===== config.mk =====
export PLATFORM = sky130hd
export DESIGN_NAME = sysreg_hostlink
export DESIGN_NICKNAME = d
export VERILOG_FILES = /design/src/rtl/sysreg_hostlink.sv
export SDC_FILE = /design/constraint.sdc
export NUM_CORES = 1
export LEC_CHECK = 0
export BUFFER_PORTS_ARGS = -buffer_cell sky130_fd_sc_hd__buf_4
export CORE_UTILIZATION = 50
export CTS_CLUSTER_DIAMETER = 120
export DETAILED_ROUTE_END_ITERATION = 10
export HOLD_SLACK_MARGIN = 0.08
export PLACE_DENSITY = 0.79
export RECOVER_POWER = 100
export SETUP_SLACK_MARGIN = 0.1
export SLEW_MARGIN = 20
export SYNTH_ARGS = -nofsm -noshare
export SYNTH_HDL_FRONTEND = slang
export SYNTH_SLANG_ARGS = --single-unit
export TNS_END_PERCENT = 30

===== constraint.sdc =====
create_clock -name clk -period 6.7 [get_ports clk]
set_clock_uncertainty 0.15 [all_clocks]
set_input_delay 1.005 -clock clk [delete_from_list [all_inputs] [get_ports clk]]
set_output_delay 1.005 -clock clk [all_outputs]
set_load 0.02 [all_outputs]

===== src/rtl/sysreg_hostlink.sv =====
module sysreg_hostlink #(
  parameter int XLEN  = 32,
  parameter int IDXW  = 12,
  parameter int MSGW  = 16,
  parameter int TYPEW = 2,
  parameter logic [XLEN-1:0] HART_ID   = '0,
  parameter logic [IDXW-1:0] A_CYCLE   = 12'hC00,
  parameter logic [IDXW-1:0] A_INSTRET = 12'hC02,
  parameter logic [IDXW-1:0] A_HARTID  = 12'hF14,
  parameter logic [IDXW-1:0] A_TOHOST  = 12'h780
) (
  input  logic             clk,
  input  logic             rst_n,
  input  logic             start_valid,
  input  logic [XLEN-1:0]  start_pc,
  output logic             boot_go,
  output logic [XLEN-1:0]  boot_pc,
  input  logic [IDXW-1:0]  rd_idx,
  output logic [XLEN-1:0]  rd_data,
  input  logic             wr_en,
  input  logic             wr_idx_vld,
  input  logic [IDXW-1:0]  wr_idx,
  input  logic [XLEN-1:0]  wr_data,
  output logic             wr_rdy,
  output logic             msg_valid,
  input  logic             msg_ready,
  output logic [TYPEW-1:0] msg_type,
  output logic [MSGW-1:0]  msg_data
);
  localparam int PAYW = MSGW + TYPEW;

  logic [XLEN-1:0] cyc_q, ret_q;
  logic host_hit, wr_take, unused_hi;

  assign host_hit  = wr_idx_vld && (wr_idx == A_TOHOST);
  assign wr_take   = wr_en && !(host_hit && msg_valid);
  assign wr_rdy    = !msg_valid;
  assign unused_hi = ^wr_data[XLEN-1:PAYW];

  always_comb begin
    case (rd_idx)
      A_CYCLE:   rd_data = cyc_q;
      A_INSTRET: rd_data = ret_q;
      A_HARTID:  rd_data = HART_ID;
      default:   rd_data = '0;
    endcase
  end

  always_ff @(posedge clk) begin
    if (!rst_n) begin
      cyc_q     <= '0;
      ret_q     <= '0;
      msg_valid <= 1'b0;
      msg_type  <= '0;
      msg_data  <= '0;
      boot_go   <= 1'b0;
      boot_pc   <= '0;
    end else begin
      cyc_q   <= cyc_q + 1'b1;
      boot_go <= start_valid;
      if (start_valid) boot_pc <= start_pc;
      if (wr_take) ret_q <= ret_q + 1'b1;
      if (msg_valid && msg_ready) msg_valid <= 1'b0;
      if (wr_take && host_hit) begin
        msg_valid <= 1'b1;
        msg_type  <= wr_data[PAYW-1:MSGW];
        msg_data  <= wr_data[MSGW-1:0];
      end
    end
  end


  cycle_step_chk: assert property (@(posedge clk) disable iff (!rst_n)
    rst_n |=> cyc_q == $past(cyc_q) + 1'b1);


  msg_hold_chk: assert property (@(posedge clk) disable iff (!rst_n)
    msg_valid && !msg_ready |=> msg_valid && $stable(msg_type) && $stable(msg_data));


  stall_gate_chk: assert property (@(posedge clk) disable iff (!rst_n)
    msg_valid && wr_en && host_hit |=> ret_q == $past(ret_q));


  tohost_rd_zero_chk: assert property (@(posedge clk) disable iff (!rst_n)
    rd_idx == A_TOHOST |-> rd_data == '0);


  go_pulse_chk: assert property (@(posedge clk) disable iff (!rst_n)
    boot_go && !start_valid |=> !boot_go);
endmodule


==> summary.md, run 1 <==
| Metric | Value |
|---|---|
| MaxCap Viol Count | 2 |
| Total Routed Length | 15.5 mm |
| Worst slew margin | -0.431 |
| Clock Sinks | 116 |
| Hold buffer count at CTS | 0 |
| GR Overflow Total | 0 |
| Final Hold Fails | 0 |
| DR WL/cell | 16.8 um |
| Synth-to-Final Area Change | 27.5% |
| CORE AREA | 10800 um2 |
| I/O pin total | 179 |
| Die Wd | 108 um |
| RSZ-0062 raised after global routing | false |
| First-pass GRT wire length | 24.3 mm |
| Vias per Instance | 5.83 |
| Area leader, netlist | dfxtp_1 |
| Hold Path Origin | cyc_q[0] |
| Post-Synthesis Cells | 629 |
| Reg-to-reg critical path startpoint | msg_valid |
| GRT Resource Usage Total | 0.273 |
| Buffers on Ports | 164 |
| Area contributors post-synth | dfxtp_1 (42%), mux2i_1 (18%), nor2_1 (6.7%), or4_1 (3.2%), o31ai_1 (3.0%) |
| Critical path data required time | 5540 ps |
| Post-synth EDFFs | 0 |
| Setup CP Type | input port to primary output |
| Maximum VDD drop | 0.209 mV |
| TritonCTS clock tree | built |
| M3 GR Usage | 0.0732 |
| Most frequent cell after synthesis | dfxtp_1 |
| DRC | 0 |
| CTS resizes | 0 |
| Netlist cell types | 38 |
| HP Class | flop to flop |
| Via count | 5377 |
| Sequential Power Share | 0.385 |
| Setup_tns | 0 ps |
| TritonCTS buffer count | 17 |
| Die height | 108 um |
| Layout net count | 865 |
| Failing checks | max-capacitance violations, max-slew violations |
| Synthesized area | 5580 um2 |
| GP Congestion | 0.843 |
| Most used DFF post-synth | dfxtp_1 |
| Clock power share | 0.551 |
| Worst EP arrival | 3030 ps |
| DP HPWL | 10.8 mm |
| Logic gate share of total power | 0.064 |
| Hold Path Depth | 1 |
| Capturing element type of the critical path | primary output |
| Avg Cell Area, Syn | 8.88 um2 |
| Share of cells above drive strength 1 | 0.141 |
| H-tree levels | 4 |
| Post-CTS setup buffers | 0 |
| Met1 Use GR | 0.314 |
| Final worst slack | 2520 ps |
| Yosys reg bits | 116 |
| Clk slew on worst S/H paths | 50 ps |
| Die ar. | 11600 um2 |
| Met2 Use GR | 0.475 |
| Status | finished with violations |
| Root buffer cell | clkbuf_8 |
| Post-synth net total | 725 |
| First drt pass iteration count | 5 |
| Final max-slew violation count | 57 |
| Yosys warning count | 0 |
| Site Rows | 38 |
| GR peak layer | met2 |
| Antenna cells | 0 |
| Top cell type's share of synthesized area | 0.416 |
| Final setup vio count | 0 |
| Post-synth ARST share | 0 |
| Overall power | 0.00186 W |
| R2R Setup Slk | 3780 ps |
| Antenna violations before repair | 0 |
| Psw | 0.000388 W |
| Top cells by count, synth | dfxtp_1 (116), mux2i_1 (99), nor2_1 (99) |
| Worst R2R Path Depth | 4 |
| Lkg Pwr | 2.82 nW |
| Vias in the first global route | 5027 |
| CP Launch Type | input port |
| Setup WS pre-CTS | 2660 ps |
| Pwr per Cell Area | 261 nW/um2 |
| Clk Latency, worst-skew pair | 520 ps |
| F_max | 0.239 GHz |
| Reg2reg end | ret_q[21] |
| Fin crit period | 4180 ps |
| Critical-path maximum fanout | 32 |
| Clock tree buffer depth | 2 |
| Initial core utilization | 0.515 |
| Internal power | 0.00147 W |
| DRT iter0 DRCs | 307 |
| Net Sw Frac | 0.209 |
| Largest net degree at the start of global routing | 96 |
| Final Cycle Share | 0.624 |
| Seq/Total Area, Yosys | 0.416 |
| Post-route antenna net violation count | 0 |
| Hold Crit Endpoint | cyc_q[0] |
| Worst-margin pin slew | 2130 ps |
-- layout make-up --
class,instances,area (um2)
fillers,945,3720
repair buffers,166,923
clock buffers,23,467
well taps,140,175
multi-input cells,461,3010
clock inverters,9,198
inverters,7,26.3
flip-flops and latches,116,2320
-- stage by stage --
step	instances	hold slack [ps]	util	instance area [um2]
3_5_place_dp	890	317	0.628	6810
3_3_place_gp	890	302	0.628	6810
5_1_grt	922	344	0.657	7120
4_1_cts	922	331	0.689	7470
2_1_floorplan	629	287	-	5580
6_report	922	329	0.657	7120
-- worst max-delay path, cell delays in order --
cell and delay [ps]:
buf_4 110, nor4_1 320, nand3_1 880, nor2_1 400, clkbuf_1 300
-- how the worst max path moves through the flow --
stage | from | to | slack, ps | cells after the start
finish | rd_idx[0] | rd_data[25] | 2520 | 5
floorplan | rd_idx[1] | rd_data[0] | 3440 | 4
CTS | rd_idx[0] | rd_data[25] | 2600 | 5
global route | rd_idx[0] | rd_data[25] | 2340 | 5
global placement | rd_idx[7] | rd_data[26] | 2820 | 5
detailed placement | rd_idx[0] | rd_data[24] | 2660 | 5
-- placed cells by master, fill, tap and decap left out, types with 2 or more instances in the layout --
cell,synthesis,final
and2_1,6,6
nand2_1,34,34
xor2_1,9,9
o21ai_0,6,6
clkbuf_16,0,16
ha_1,2,2
nor4_1,18,19
mux2i_1,99,99
nand3_1,23,23
and4_1,12,12
clkinv_2,0,2
nor2_1,99,99
clkbuf_8,0,4
dfxtp_1,116,116
bufinv_16,0,6
o41ai_1,1,2
nand2b_1,18,18
inv_1,6,6
nand4_1,26,26
or3_1,6,6
clkbuf_1,32,89
o31ai_1,22,22
or4_1,24,25
buf_4,1,79
xnor2_1,5,5
and3_1,11,11
a21oi_1,29,29
-- power groups by stage --
stage | sequential (W) | combinational [W] | clock, W
after CTS | 0.000716 | 0.000130 | 0.00103
after global placement | 0.000729 | 0.000125 | 0
after global routing | 0.000717 | 0.000127 | 0.00106
after detailed placement | 0.000730 | 0.000129 | 0
after floorplan | 0.000742 | 0.0000530 | 0
final | 0.000716 | 0.000118 | 0.00102
-- flip-flops by register name (all words and copies together) (netlist names) --
signal	cells
boot_go	1
cyc_q	32
msg_type	2
msg_data	16
msg_valid	1
ret_q	32
boot_pc	32
-- cell families (layout without fill, tap and decap cells) --
group / count (synthesis) / count (layout) / synth area share
XOR/XNOR: 14 / 14 / 0.0220
buffers and inverters: 52 / 205 / 0.0401
adder cells (fa/ha/maj): 2 / 2 / 0.00448
flip-flops: 116 / 116 / 0.416
AND/OR/NAND/NOR: 283 / 283 / 0.267
multiplexers: 99 / 99 / 0.177
AO/OA/AOI/OAI: 63 / 63 / 0.0733
-- layer usage --
layer	wire, um	vias to the layer above
met5	0	-
met4	412	0
met3	1190	35
met2	7580	239
met1	6280	2538
li1	-	2565
No activity file was read; power rests on OpenSTA's default activity.
==> run 2, diff against run 1 <==
Settings changed: ABC_AREA from default to 1, PLACE_DENSITY 0.79 to 0.78.
Clock period 6.7 ns to 4.3 ns, I/O delays scaled along.
==> run 2 against run 1 <==
Compared with the run above: the flow still finishes with violations (max-capacitance violations, max-slew violations); critical path type unchanged; sequential power rose by 56%; non-clock buffer count rose by 2; wire length rose by 24%; largest power group unchanged.
==> summary.md, run 2 <==
| Metric | Value |
|---|---|
| Setup_tns | 0 ps (unchanged) |
| Die Wd | 112 um (+4.1%) |
| First drt pass iteration count | 5 (unchanged) |
| Critical-path maximum fanout | 20 (-38%) |
| Die height | 112 um (+4.1%) |
| Root buffer cell | clkbuf_16 |
| Area leader, netlist | dfxtp_1 |
| CORE AREA | 11600 um2 (+7.1%) |
| Total Routed Length | 19.1 mm (+24%) |
| Final Cycle Share | 0.889 |
| I/O pin total | 179 (unchanged) |
| Most used DFF post-synth | dfxtp_1 |
| Post-synth ARST share | 0 (unchanged) |
| Antenna violations before repair | 0 (unchanged) |
| Failing checks | max-capacitance violations, max-slew violations |
| GP Congestion | 0.969 (+15%) |
| Leading cell type in the layout, fill and taps excluded | nand2_1 |
| Top cells by count, synth | nand2_1 (215), nor2_1 (169), dfxtp_1 (116) |
| Site Rows | 39 (+2.6%) |
| Pwr per Cell Area | 372 nW/um2 (+43%) |
| Critical path data required time | 3500 ps (-2040 ps) |
| WP buf/inv | 2 (unchanged) |
| RSZ-0062 raised after global routing | false |
| HP Class | input port to flop |
| Antenna cells | 0 (unchanged) |
| Top cell type's share of synthesized area | 0.383 (-0.0326) |
| Post-synth EDFFs | 0 (unchanged) |
| CP Launch Type | input port |
| Via count | 6594 (+23%) |
| Final Hold Fails | 0 (unchanged) |
| DRC | 0 (unchanged) |
| Buffers on Ports | 164 (unchanged) |
| Status | finished with violations |
| Final max-slew violation count | 52 (-8.8%) |
| Post-Synthesis Cells | 926 (+47%) |
| Fin crit period | 3820 ps |
| Synthesized area | 6060 um2 (+8.5%) |
| DP HPWL | 14.0 mm (+30%) |
| GR Overflow Total | 0 (unchanged) |
| Critical path's top delay family | simple AND/OR/NAND/NOR gates |
| Layout net count | 1174 (+36%) |
| Largest regs | boot_pc x32, cyc_q x32, ret_q x32 |
| GRT Resource Usage Total | 0.315 (+0.0418) |
| Setup CP Type | input port to primary output |
| Reg area | 2320 um2 (unchanged) |
| Area contributors post-synth | dfxtp_1 (38%), nand2_1 (13%), nor2_1 (10%), inv_1 (6.2%), a21oi_1 (5.0%) |
| Lkg Pwr | 2.73 nW (-2.9%) |
| Fin cells | 1234 (+34%) |
| Share of cells above drive strength 1 | 0.132 (-0.00868) |
| Netlist cell types | 33 (-13%) |
| Fillers | 1103 (+17%) |
| Avg Cell Area, Syn | 6.54 um2 (-26%) |
| Clock Sinks | 116 (unchanged) |
| Clk Latency, worst-skew pair | 420 ps (-100 ps) |
| H-tree levels | 4 (unchanged) |
| CTS resizes | 0 (unchanged) |
| Critical Path Max Stage Delay | 680 ps (-200 ps) |
| Yosys warning count | 0 (unchanged) |
| Worst slew margin | -0.378 (+0.0526) |
| First-pass GRT wire length | 30.6 mm (+26%) |
| Hold buffer count at CTS | 0 (unchanged) |
| Top cell by count, worst path | nand2_1 |
| CP Cell Sequence | buf_4, nor2_1, nand2_1, nor4_4, nand2_1, o22ai_1, clkbuf_1 |
| Final setup vio count | 0 (unchanged) |
| Maximum VDD drop | 0.414 mV (+98%) |
| Yosys reg bits | 116 (unchanged) |
| DRT iter0 DRCs | 621 (+100%) |
| Post-route antenna net violation count | 0 (unchanged) |
| Worst-margin pin slew | 2070 ps (-59.4 ps) |
| Combined area of the multi-input logic cells | 3160 um2 (+5.2%) |
| Vias per Instance | 5.34 (-8.4%) |
| Initial core utilization | 0.522 (+0.00665) |
| Slowest stage cell, crit path | nand2_1 |
| Most frequent cell after synthesis | nand2_1 |
| F_max | 0.262 GHz |
| Post-synth net total | 1022 (+41%) |
| Post-CTS setup buffers | 0 (unchanged) |
| Clk slew on worst S/H paths | 60 ps (about the same) |
| Dpl cells | 1202 (+35%) |
| Leading cell types in the layout, fill and taps excluded | nand2_1 (215), nor2_1 (169), dfxtp_1 (116) |
| Die ar. | 12600 um2 (+8.4%) |
| Synth-to-Final Area Change | 25.9% |
| TritonCTS buffer count | 17 (unchanged) |
| MaxCap Viol Count | 1 (-1) |
| Worst EP arrival | 3030 ps (about the same) |
| Vias in the first global route | 6311 (+26%) |
| Largest net degree at the start of global routing | 53 (-45%) |
| DR WL/cell | 15.5 um (-7.7%) |
| Capturing element type of the critical path | primary output |
| Seq/Total Area, Yosys | 0.383 (-0.0326) |
| Clock tree buffer depth | 2 (unchanged) |
| TritonCTS clock tree | built |
==> run 2: cell count changes after synthesis, sizes merged, moves of 16 or more <==
cell	previous run	this run
o31ai	22	0
o21a	1	18
nand2	34	226
nand2b	18	0
inv	6	101
o22ai	0	20
o21ai	6	60
nor4	19	3
a21oi	29	71
or4	25	0
nor2	99	175
nand3	23	52
mux2i	99	0
==> run 2: report_power, final <==
group	switching [W]	total (W)	internal, W
Sequential	0.0000147	0.00112	0.00110
Combinational	0.000110	0.000184	0.0000744
Clock	0.000522	0.00154	0.00102
==> run 2: cell type report <==
class	instances	share of cell area
clock buffers	21	0.0617
repair buffers	168	0.123
clock inverters	11	0.0228
multi-input cells	674	0.415
well taps	143	0.0235
flip-flops and latches	116	0.304
inverters	101	0.0497
==> run 2: path summary, 6_finish.rpt <==
check / startpoint / end / slack (ps) / cells past startpoint
worst max-delay path: rd_idx[7] / rd_data[0] / 480 / 7
worst max register to register: cyc_q[10] / cyc_q[20] / 2270 / 7
worst min register to register: cyc_q[31] / cyc_q[31] / 310 / 2
worst min-delay path: wr_data[10] / msg_data[10] / 280 / 2
==> run 2: metrics by stage <==
stage / util / hold WS (ps) / area [um2] / setup slack, ps / total power [W]
6_report: 0.657 / 276 / 7630 / 476 / 0.00284
5_1_grt: 0.657 / 268 / 7630 / 298 / 0.00293
4_1_cts: 0.686 / 271 / 7970 / 624 / 0.00287
3_5_place_dp: 0.631 / 306 / 7330 / 630 / 0.00134
3_3_place_gp: 0.631 / 295 / 7330 / 674 / 0.00134
2_1_floorplan: - / 280 / 6060 / 1630 / 0.00123
==> run 2: cells by family (layout without fill, tap and decap cells) <==
group / count (synthesis) / count (layout) / share of synthesized area
and+or+nand+nor: 486 / 486 / 0.340
AOI/OAI and AO/OA: 169 / 169 / 0.157
buffers and inverters: 136 / 301 / 0.0907
DFF: 116 / 116 / 0.383
xor gates and xnor gates: 17 / 17 / 0.0246
adders and majority gates: 2 / 2 / 0.00413
==> run 2: layer usage <==
metal,GRT usage,vias to the layer above,share of wire
met5,0,-,0
met4,0.185,0,0.047
met3,0.106,67,0.088
met2,0.519,282,0.47
met1,0.356,2961,0.40
li1,-,3284,-
